--- config.mk ---
export PLATFORM = sky130hd
export DESIGN_NAME = serial_angle_port
export DESIGN_NICKNAME = d
export VERILOG_FILES = /design/src/rtl/sap_pkg.sv /design/src/rtl/sap_sync.sv /design/src/rtl/sap_edge.sv /design/src/rtl/sap_shift.sv /design/src/rtl/serial_angle_port.sv
export SDC_FILE = /design/constraint.sdc
export NUM_CORES = 1
export LEC_CHECK = 0
export CAP_MARGIN = 20
export CORE_ASPECT_RATIO = 1.4
export CORE_MARGIN = 2
export CORE_UTILIZATION = 30
export DETAILED_ROUTE_END_ITERATION = 6
export GPL_ROUTABILITY_DRIVEN = 0
export GPL_TIMING_DRIVEN = 0
export PLACE_DENSITY_LB_ADDON = 0.3
export SETUP_SLACK_MARGIN = 0.4
export SLEW_MARGIN = 10
export SYNTH_ARGS = -nofsm -noshare
export SYNTH_HDL_FRONTEND = slang
export SYNTH_SLANG_ARGS = --single-unit
--- constraint.sdc ---
create_clock -name clk -period 1.21 [get_ports clk]
set_clock_uncertainty 0.15 [all_clocks]
set_input_delay 0.242 -clock clk [delete_from_list [all_inputs] [get_ports clk]]
set_output_delay 0.242 -clock clk [all_outputs]
set_load 0.01 [all_outputs]
--- src/rtl/sap_pkg.sv ---
package sap_pkg;

    localparam int ANGLE_W     = 10;
    localparam int SYNC_DEPTH  = 2;

    // Synchronized pin levels and detected edges in the system clock domain
    typedef struct packed {
        logic sel_lvl;
        logic sel_fall;
        logic sck_rise;
        logic sck_fall;
        logic sdi_lvl;
    } pin_evt_t;

    function automatic logic is_rise(input logic now_v, input logic old_v);
        return now_v & ~old_v;
    endfunction

    function automatic logic is_fall(input logic now_v, input logic old_v);
        return ~now_v & old_v;
    endfunction

endpackage

--- src/rtl/sap_sync.sv ---
module sap_sync #(
    parameter int STAGES = 2,
    parameter int W      = 1
) (
    input  logic         clk,
    input  logic         rst,
    input  logic [W-1:0] d_i,
    output logic [W-1:0] q_o
);
    logic [W-1:0] stage_q [STAGES];

    always_ff @(posedge clk) begin
        if (rst) begin
            for (int i = 0; i < STAGES; i++) stage_q[i] <= '0;
        end else begin
            stage_q[0] <= d_i;
            for (int i = 1; i < STAGES; i++) stage_q[i] <= stage_q[i-1];
        end
    end

    assign q_o = stage_q[STAGES-1];
endmodule

--- src/rtl/sap_edge.sv ---
module sap_edge
    import sap_pkg::*;
(
    input  logic     clk,
    input  logic     rst,
    input  logic     sel_s,
    input  logic     sck_s,
    input  logic     sdi_s,
    output pin_evt_t evt_o
);
    logic sel_d, sck_d;

    always_ff @(posedge clk) begin
        if (rst) begin
            sel_d <= 1'b0;
            sck_d <= 1'b0;
        end else begin
            sel_d <= sel_s;
            sck_d <= sck_s;
        end
    end

    always_comb begin
        evt_o.sel_lvl  = sel_s;
        evt_o.sel_fall = is_fall(sel_s, sel_d);
        evt_o.sck_rise = is_rise(sck_s, sck_d);
        evt_o.sck_fall = is_fall(sck_s, sck_d);
        evt_o.sdi_lvl  = sdi_s;
    end
endmodule

--- src/rtl/sap_shift.sv ---
module sap_shift
    import sap_pkg::*;
#(
    parameter int WORD_W = ANGLE_W
) (
    input  logic              clk,
    input  logic              rst,
    input  pin_evt_t          evt_i,
    output logic [WORD_W-1:0] shreg_o,
    output logic              sdo_o
);
    logic do_shift, do_out;

    assign do_shift = evt_i.sel_lvl & evt_i.sck_rise;
    assign do_out   = evt_i.sel_lvl & evt_i.sck_fall;

    always_ff @(posedge clk) begin
        if (rst) begin
            shreg_o <= '0;
            sdo_o   <= 1'b0;
        end else begin
            if (do_shift) shreg_o <= {shreg_o[WORD_W-2:0], evt_i.sdi_lvl};
            if (do_out)   sdo_o   <= shreg_o[WORD_W-1];
        end
    end

    AST_SHIFT_GATED: assert property (@(posedge clk) disable iff (rst)
        !(evt_i.sel_lvl && evt_i.sck_rise) |=> $stable(shreg_o));
    AST_SDO_GATED: assert property (@(posedge clk) disable iff (rst)
        !(evt_i.sel_lvl && evt_i.sck_fall) |=> $stable(sdo_o));
    AST_SDO_KNOWN: assert property (@(posedge clk) disable iff (rst)
        !$isunknown(sdo_o));
endmodule

--- src/rtl/serial_angle_port.sv ---
module serial_angle_port
    import sap_pkg::*;
#(
    parameter int WORD_W      = ANGLE_W,
    parameter int SYNC_STAGES = SYNC_DEPTH
) (
    input  logic              clk,
    input  logic              rst,
    input  logic              sel_i,
    input  logic              sck_i,
    input  logic              sdi_i,
    output logic              sdo_o,
    output logic [WORD_W-1:0] angle_o,
    output logic              update_o
);
    localparam int PINS = 3;

    logic [PINS-1:0]   pins_s;
    pin_evt_t          evt;
    logic [WORD_W-1:0] shreg;

    sap_sync #(.STAGES(SYNC_STAGES), .W(PINS)) i_sync (
        .clk (clk),
        .rst (rst),
        .d_i ({sel_i, sck_i, sdi_i}),
        .q_o (pins_s)
    );

    sap_edge i_edge (
        .clk   (clk),
        .rst   (rst),
        .sel_s (pins_s[2]),
        .sck_s (pins_s[1]),
        .sdi_s (pins_s[0]),
        .evt_o (evt)
    );

    sap_shift #(.WORD_W(WORD_W)) i_shift (
        .clk     (clk),
        .rst     (rst),
        .evt_i   (evt),
        .shreg_o (shreg),
        .sdo_o   (sdo_o)
    );

    always_ff @(posedge clk) begin
        if (rst) begin
            angle_o  <= '0;
            update_o <= 1'b0;
        end else begin
            update_o <= evt.sel_fall;
            if (evt.sel_fall) angle_o <= shreg;
        end
    end

    AST_HOLD_STABLE: assert property (@(posedge clk) disable iff (rst)
        !evt.sel_fall |=> $stable(angle_o));
    AST_LOAD_MATCH: assert property (@(posedge clk) disable iff (rst)
        update_o |-> angle_o == shreg);
    AST_STROBE_ONE: assert property (@(posedge clk) disable iff (rst)
        update_o |=> !update_o);
endmodule

==> summary.md, run 1 <==
| Metric | Value |
|---|---|
| Post-synth top cells | 40 x nand2_1, 30 x dfxtp_1, 20 x a21oi_1, 9 x nor2b_1, 3 x clkbuf_1 |
| Post-synthesis register bit count | 30 |
| Final Hold Fails | 0 |
| Synth top area share | 60.9% |
| Top Ports | 17 |
| Cell variety after synth | 12 |
| Nets | 143 |
| Post-synth ARST share | 0% |
| H-tree levels | 2 |
| DR WL/cell | 10.6 um |
| Mapped cell area | 986 sq um |
| Slew headroom | 64.0% |
| Leak Pwr | 0.000514 uW |
| Post-CTS Hold Buffers | 0 |
| Sequential fraction of the synthesis area | 60.9% |
| Status | finished, final reports clean |
| Num CTS Buffers | 5 |
| Layout cells sized above 1 | 38.1% |
| Drt first pass iters | 4 |
| Max Cap Viol | 0 |
| Later-pin clock latency in the skew report | 0.28 ns |
| Min-Delay Path Class | in -> reg |
| Slowest CP cell | dfxtp_4 |
| # diodes | 0 |
| Cell taking the most area after synthesis | dfxtp_1 |
| First-pass GRT wire length | 3070 um |
| Critical-path cell list | and3b_2 -> buf_6 -> nand2_2 -> a21oi_2 |
| GRT Overall Usage | 11.7% |
| Overflow after GRT | 0 |
| Largest net degree at the start of global routing | 11 |
| VDD IR max | 0.000777 V |
| FF+latch area | 621 sq um |
| Die H | 71.8 um |
| PortBufs | 15 |
| Routed Antenna Nets | 0 |
| Vias | 804 |
| Pwr Density | 1340 nW/um^2 |
| Avg Vias per Cell | 4.52 |
| CTS max path bufs | 2 |
| Max-slew violation count | 0 |
| Worst hold slack | 0.103 ns |
| Yosys warning count | 0 |
| Initial core utilization | 31.6% |
| Crit path max fanout | 6 |
| Gate Count Post-Synth | 112 |
| Most frequent cell after synthesis | nand2_1 |
| Final worst path period share | 92.6% |
| Mapped Nets | 117 |
| HPWL Detailed | 1190 um |
| Tightest Pin Transition | 0.539 ns |
| DR iter-0 viols | 12 |
| Clk root buf | clkbuf_8 |
| Top cells by area, synth | dfxtp_1 61%, nand2_1 15%, a21oi_1 10%, nor2b_1 5.7%, buf_4 1.5% |
| Cells after DPL | 166 |
| Setup_tns | 0 ns |
| Core area | 3120 sq um |
| Initial antenna violation count | 0 |
| Period minus WS final | 1.12 ns |
| Fillers | 312 |
| Row count | 24 |
| Critical Path RT | 1.20 ns |
| Clk sinks | 30 |
| Delay of the slowest critical-path stage | 0.36 ns |
| Post-synth EDFFs | 0 |
| Ys flop type | dfxtp_1 |
| Type of the worst setup path | reg -> reg |
| DRC Markers | 0 |
| RSZ-0062 raised after global routing | true |
| Mean Syn Cell Area | 8.80 sq um |
| Final wirelength | 1890 um |
| WP data arrival | 1.11 ns |
| Post-Place Setup Slack | -0.0451 ns |
| Vias in the first global route | 706 |
| Max Fclk | 893 MHz |
| Element type at the critical path start | flop |
| Die W | 52.5 um |
| Area of the multi-input gates | 394 sq um |
| Worst setup margin | 0.0900 ns |
| Non-filler instance count after layout | 178 |
| CP endpoint kind | flop |
| Clock-pin slew on the worst setup and hold paths | 0.06 ns |
| Final Core Density | 44.6% |
| Die area | 3770 sq um |
| P&R area growth vs syn | 41.4% |
| Final setup viols | 0 |
| CTS tree | done |
sequential cells by signal (all words and copies together), names as in the netlist:
name and count:
angle_o 10, i_shift.shreg_o 10, i_sync.stage_q 6, i_edge.sck_d 1, i_edge.sel_d 1, i_shift.sdo_o 1
update_o 1
through the flow:
step | power, uW | instance area, sq um
CTS | 1890 | 1340
finish | 1860 | 1390
global route | 1930 | 1390
detailed placement | 1080 | 1190
floorplan | 1060 | 996
global placement | 1070 | 1190
final cells by class:
class                      count  share of cell area (%)
multi-input combinational     76                    28.3
sequential                    30                    44.5
tap                           39                    3.50
clock inverter                 1                   0.359
buffer                         6                    3.05
clock buffer                   7                    6.19
timing repair buffer          19                    14.1
where the power goes:
group	internal [uW]	switching (uW)
clock network	457	347
logic	25.9	28.5
registers	998	5.75
worst max-delay path, delay by kind of cell, from the launching register on:
family | cells | cell delay (ns)
AO/OA/AOI/OAI | 1 | 0.04
buffers and inverters | 1 | 0.14
flip-flops | 1 | 0.36
AND/OR/NAND/NOR | 2 | 0.28
placed cells by master, fill, tap and decap left out:
cell             count
clkbuf_2             1
dfxtp_1             16
clkdlybuf4s50_1      3
nor2_1               2
nor2b_4              1
nand2b_1             1
nand3b_1             2
a21oi_2              5
clkbuf_8             6
nand2_2              5
clkinv_2             1
buf_4                3
and3b_2              1
nand2_1             35
buf_6               15
clkbuf_1             3
dfxtp_2             13
mux2i_1              1
a21oi_1             15
dfxtp_4              1
buf_2                1
nor2b_1              8
kinds of logic (layout without fill, tap and decap cells):
kind of cell    Yosys count  count (layout)  synth area share [%]
mux                       1               1                  1.02
compound gates           20              20                  10.2
simple gates             55              55                  24.7
flops                    30              30                  60.9
buf+inv                   6              33                  3.17
final timing paths:
check	slack, ns	to	depth (start not counted)	from
setup / recovery	0.09	i_shift.shreg_o[7]$_SDFFE_PP0P_	4	i_sync.stage_q[0][5]$_SDFF_PP0_
setup reg to reg	0.09	i_shift.shreg_o[7]$_SDFFE_PP0P_	4	i_sync.stage_q[0][5]$_SDFF_PP0_
hold reg to reg	0.28	i_shift.shreg_o[0]$_SDFFE_PP0P_	2	i_sync.stage_q[0][3]$_SDFF_PP0_
hold / removal	0.10	angle_o[9]$_SDFFE_PP0P_	2	rst
routing by layer:
layer / GRT usage (%) / wire length (um) / up-vias
met1: 11.0 / 754 / 362
met2: 19.2 / 952 / 24
met5: 0 / 0 / -
li1: - / - / 411
met3: 5.63 / 111 / 7
met4: 8.55 / 67 / 0
repair_timing:
action                                 4_1_cts  5_1_grt
gates cloned                                 1        1
endpoints found under the hold margin        0        0
setup endpoints to repair                   34       34
pin swaps                                    1       11
resized for setup                           78       13
buffers inserted                             1        1
Note: power is estimated with default switching activity, not from simulation.
==> run 2, diff against run 1 <==
--- a/config.mk
+++ b/config.mk
@@ -17,4 +17,5 @@
 export SLEW_MARGIN = 10
 export SYNTH_ARGS = -nofsm -noshare
 export SYNTH_HDL_FRONTEND = slang
+export SYNTH_HIERARCHICAL = 1
 export SYNTH_SLANG_ARGS = --single-unit
==> run 2 against run 1 <==
  * Core utilization is essentially flat
  * Via count shrank 10%
  * Fmax shrank 8.6%
  * Global-route usage shrank 0.73 points
  * Sequential cell count is the same
  * Die area grew 9.0%
  * Wire length shrank 5.7%
  * Hold slack gained 0.14 ns
  * First-iteration DRC count shrank 33%
  * The run now ends with setup timing left
  * Count of clock-buffer cells in the layout is the same
  * Combinational power grew 70%
==> summary.md, run 2 <==
| Metric | Value |
|---|---|
| Status | complete, but fails checks (was finished, final reports clean) |
| Failing checks | setup timing |
| Max-slew violation count | 0 (unchanged) |
| Period minus WS final | 1.22 ns (was 1.12 ns) |
| P&R area growth vs syn | 40.6% (was 41.4%) |
| Routed Antenna Nets | 0 (unchanged) |
| Slew headroom | 84.3% (was 64.0%) |
| HPWL Detailed | 1200 um (was 1190 um) |
| Gate power share | 4.9% (was 2.9%) |
| Later-pin clock latency in the skew report | 0.27 ns (was 0.28 ns) |
| Initial core utilization | 31.7% (was 31.6%) |
| Tightest Pin Transition | 0.235 ns (was 0.539 ns) |
| Leak Pwr | 0.000604 uW (was 0.000514 uW) |
| Post-synthesis register bit count | 30 (unchanged) |
| Non-filler instance count after layout | 165 (was 178) |
| Mapped cell area | 1080 sq um (was 986 sq um) |
| Worst setup margin | -0.0148 ns (was 0.0900 ns) |
| Cell variety after synth | 16 (was 12) |
| Post-CTS Hold Buffers | 0 (unchanged) |
| CTS tree | done (unchanged) |
| WP data arrival | 1.28 ns (was 1.11 ns) |
| Most frequent cell after synthesis | dfxtp_1 (was nand2_1) |
| DR WL/cell | 10.8 um (was 10.6 um) |
| Critical Path RT | 1.26 ns (was 1.20 ns) |
| Top cells by area, synth | dfxtp_1 56%, mux2i_1 18%, nor2b_1 6.9%, nand2b_1 5.8%, buf_4 3.5% (was dfxtp_1 61%, nand2_1 15%, a21oi_1 10%, nor2b_1 5.7%, buf_4 1.5%) |
| Overflow after GRT | 0 (unchanged) |
| Final setup viols | 9 (was 0) |
| Post-synth EDFFs | 0 (unchanged) |
| Fillers | 325 (was 312) |
| Hold_sp | rst (unchanged) |
| Cell taking the most area after synthesis | dfxtp_1 (unchanged) |
| H-tree levels | 2 (unchanged) |
| Num CTS Buffers | 5 (unchanged) |
| Mapped Nets | 102 (was 117) |
| Critical path launch point | i_sync/stage_q[0][4]$_SDFF_PP0_ (was i_sync.stage_q[0][5]$_SDFF_PP0_) |
| Gate Count Post-Synth | 97 (was 112) |
| R2R depth | 5 (was 4) |
| VDD IR max | 0.000856 V (was 0.000777 V) |
| DRC Markers | 0 (unchanged) |
| R2R Path Start | i_sync/stage_q[0][4]$_SDFF_PP0_ (was i_sync.stage_q[0][5]$_SDFF_PP0_) |
| Mean Syn Cell Area | 11.1 sq um (was 8.80 sq um) |
| Die W | 54.7 um (was 52.5 um) |
| Clk root buf | clkbuf_8 (unchanged) |
| RSZ-0062 raised after global routing | true (unchanged) |
| Yosys warning count | 6 (was 0) |
| Top flop regs | angle_o (10), i_shift/shreg_o (10), i_sync/stage_q (6) (was angle_o (10), i_shift.shreg_o (10), i_sync.stage_q (6)) |
| Post-Place Setup Slack | -0.649 ns (was -0.0451 ns) |
| Max Cap Viol | 0 (unchanged) |
| Max Fclk | 816 MHz (was 893 MHz) |
| Top Ports | 17 (unchanged) |
| Pwr Density | 1250 nW/um^2 (was 1340 nW/um^2) |
| Final Core Density | 44.6% (about the same) |
| Layout cells sized above 1 | 44.8% (was 38.1%) |
| First-pass GRT wire length | 3110 um (was 3070 um) |
| Clock-pin slew on the worst setup and hold paths | 0.06 ns (about the same) |
| # diodes | 0 (unchanged) |
| Die H | 75.0 um (was 71.8 um) |
| Die area | 4110 sq um (was 3770 sq um) |
| Clock power share | 42.4% (was 43.2%) |
| Internal power | 1510 uW (was 1480 uW) |
| Row count | 25 (was 24) |
| Element type at the critical path start | flop (unchanged) |
| Type of the worst setup path | reg -> reg (unchanged) |
| CP endpoint kind | flop (unchanged) |
| Sequential share of power | 52.8% (was 53.9%) |
| Most frequent cells in the layout | 19 x mux2i_1, 17 x dfxtp_1, 17 x buf_6 (was 35 x nand2_1, 16 x dfxtp_1, 15 x buf_6, 15 x a21oi_1, 13 x dfxtp_2) |
| Final worst path period share | 101% (was 92.6%) |
| Crit path max fanout | 8 (was 6) |
| Post-synth top cells | 30 x dfxtp_1, 19 x mux2i_1, 12 x nor2b_1, 10 x nand2b_1, 10 x nor2_1 (was 40 x nand2_1, 30 x dfxtp_1, 20 x a21oi_1, 9 x nor2b_1, 3 x clkbuf_1) |
| PortBufs | 16 (was 15) |
| Min-Delay Path Class | in -> reg (unchanged) |
| Switching Share | 20.4% (was 20.5%) |
| Ys flop type | dfxtp_1 (unchanged) |
| Largest net degree at the start of global routing | 14 (was 11) |
| Final Hold Fails | 0 (unchanged) |
| Clk sinks | 30 (unchanged) |
| Synth top area share | 55.6% (was 60.9%) |
| Cells after DPL | 153 (was 166) |
| Initial antenna violation count | 0 (unchanged) |
| DR iter-0 viols | 8 (was 12) |
| Nets | 129 (was 143) |
| Vias | 723 (was 804) |
| Core area | 3410 sq um (was 3120 sq um) |
| Avg Vias per Cell | 4.38 (was 4.52) |
| CTS max path bufs | 2 (unchanged) |
| Sequential fraction of the synthesis area | 55.6% (was 60.9%) |
| Drt first pass iters | 4 (unchanged) |
| Hold path cells | 2 (unchanged) |
| Final wirelength | 1780 um (was 1890 um) |
| Vias in the first global route | 736 (was 706) |
| GRT Overall Usage | 11.0% (was 11.7%) |
| Most common cell after layout, fill and taps aside | mux2i_1 (was nand2_1) |
| Post-synth ARST share | 0% (unchanged) |
| Net Sw Power | 388 uW (was 381 uW) |
-- run 2: metrics by stage --
step	total power (uW)	hold WS (ns)	setup TNS, ns	cell area (sq um)
CTS	1930	0.237	-0.0407	1470
global route	1990	0.269	-1.01	1520
finish	1900	0.243	-0.0576	1520
floorplan	1070	0.164	0	1100
global placement	1100	0.269	-12.46	1310
detailed placement	1100	0.272	-12.22	1310
-- run 2: cell families (layout without fill, tap and decap cells) --
group           count (synthesis)  in the layout  share of synthesized area [%]
compound gates                  3              3                           1.85
simple gates                   36             36                           18.6
mux                            19             19                           17.6
flops                          30             30                           55.6
buf+inv                         9             37                           6.37
-- run 2: repair_timing --
| item | CTS | global route |
|---|---|---|
| gates resized for setup | 80 | 12 |
| endpoints found under the setup margin | 42 | 36 |
| setup buffers | 3 | 1 |
| pin swaps | 4 | 3 |
-- run 2: power by group through the flow --
| stage | clock network [uW] | registers [uW] | logic (uW) |
|---|---|---|---|
| finish | 806 | 1000 | 92.4 |
| global route | 881 | 1000 | 101 |
| CTS | 841 | 1000 | 83.8 |
| detailed placement | 0 | 1020 | 75.0 |
| global placement | 0 | 1020 | 75.1 |
| floorplan | 0 | 1020 | 49.0 |
-- run 2: final cells by class --
class | instances | area, sq um | share of cell area [%]
tap | 40 | 50.0 | 3.29
buffer | 9 | 93.8 | 6.17
timing repair buffer | 20 | 211 | 13.9
clock buffer | 7 | 86.3 | 5.68
sequential | 30 | 617 | 40.6
clock inverter | 1 | 5.00 | 0.329
multi-input combinational | 58 | 457 | 30.0
-- run 2: final timing paths --
check	endpoint	slack, ns
setup / recovery	i_shift/shreg_o[6]$_SDFFE_PP0P_	-0.01
hold reg to reg	i_sync/stage_q[0][5]$_SDFF_PP0_	0.29
hold / removal	i_sync/stage_q[0][5]$_SDFF_PP0_	0.24
setup reg to reg	i_shift/shreg_o[6]$_SDFFE_PP0P_	-0.01
-- run 2: worst max-delay path, cell delays in order, from the launching register on --
cell and delay (ns):
dfxtp_2 0.32, buf_6 0.09, nor2b_4 0.14, and2_4 0.15, buf_8 0.13, mux2i_1 0.18
-- run 2: metal layers --
| layer | part of all wire (%) | wire, um | global-route usage (%) |
|---|---|---|---|
| met1 | 41 | 728 | 11.3 |
| met2 | 54 | 959 | 18.4 |
| met3 | 3.9 | 69 | 3.57 |
| met4 | 1.1 | 20 | 7.50 |
| met5 | 0 | 0 | 0 |
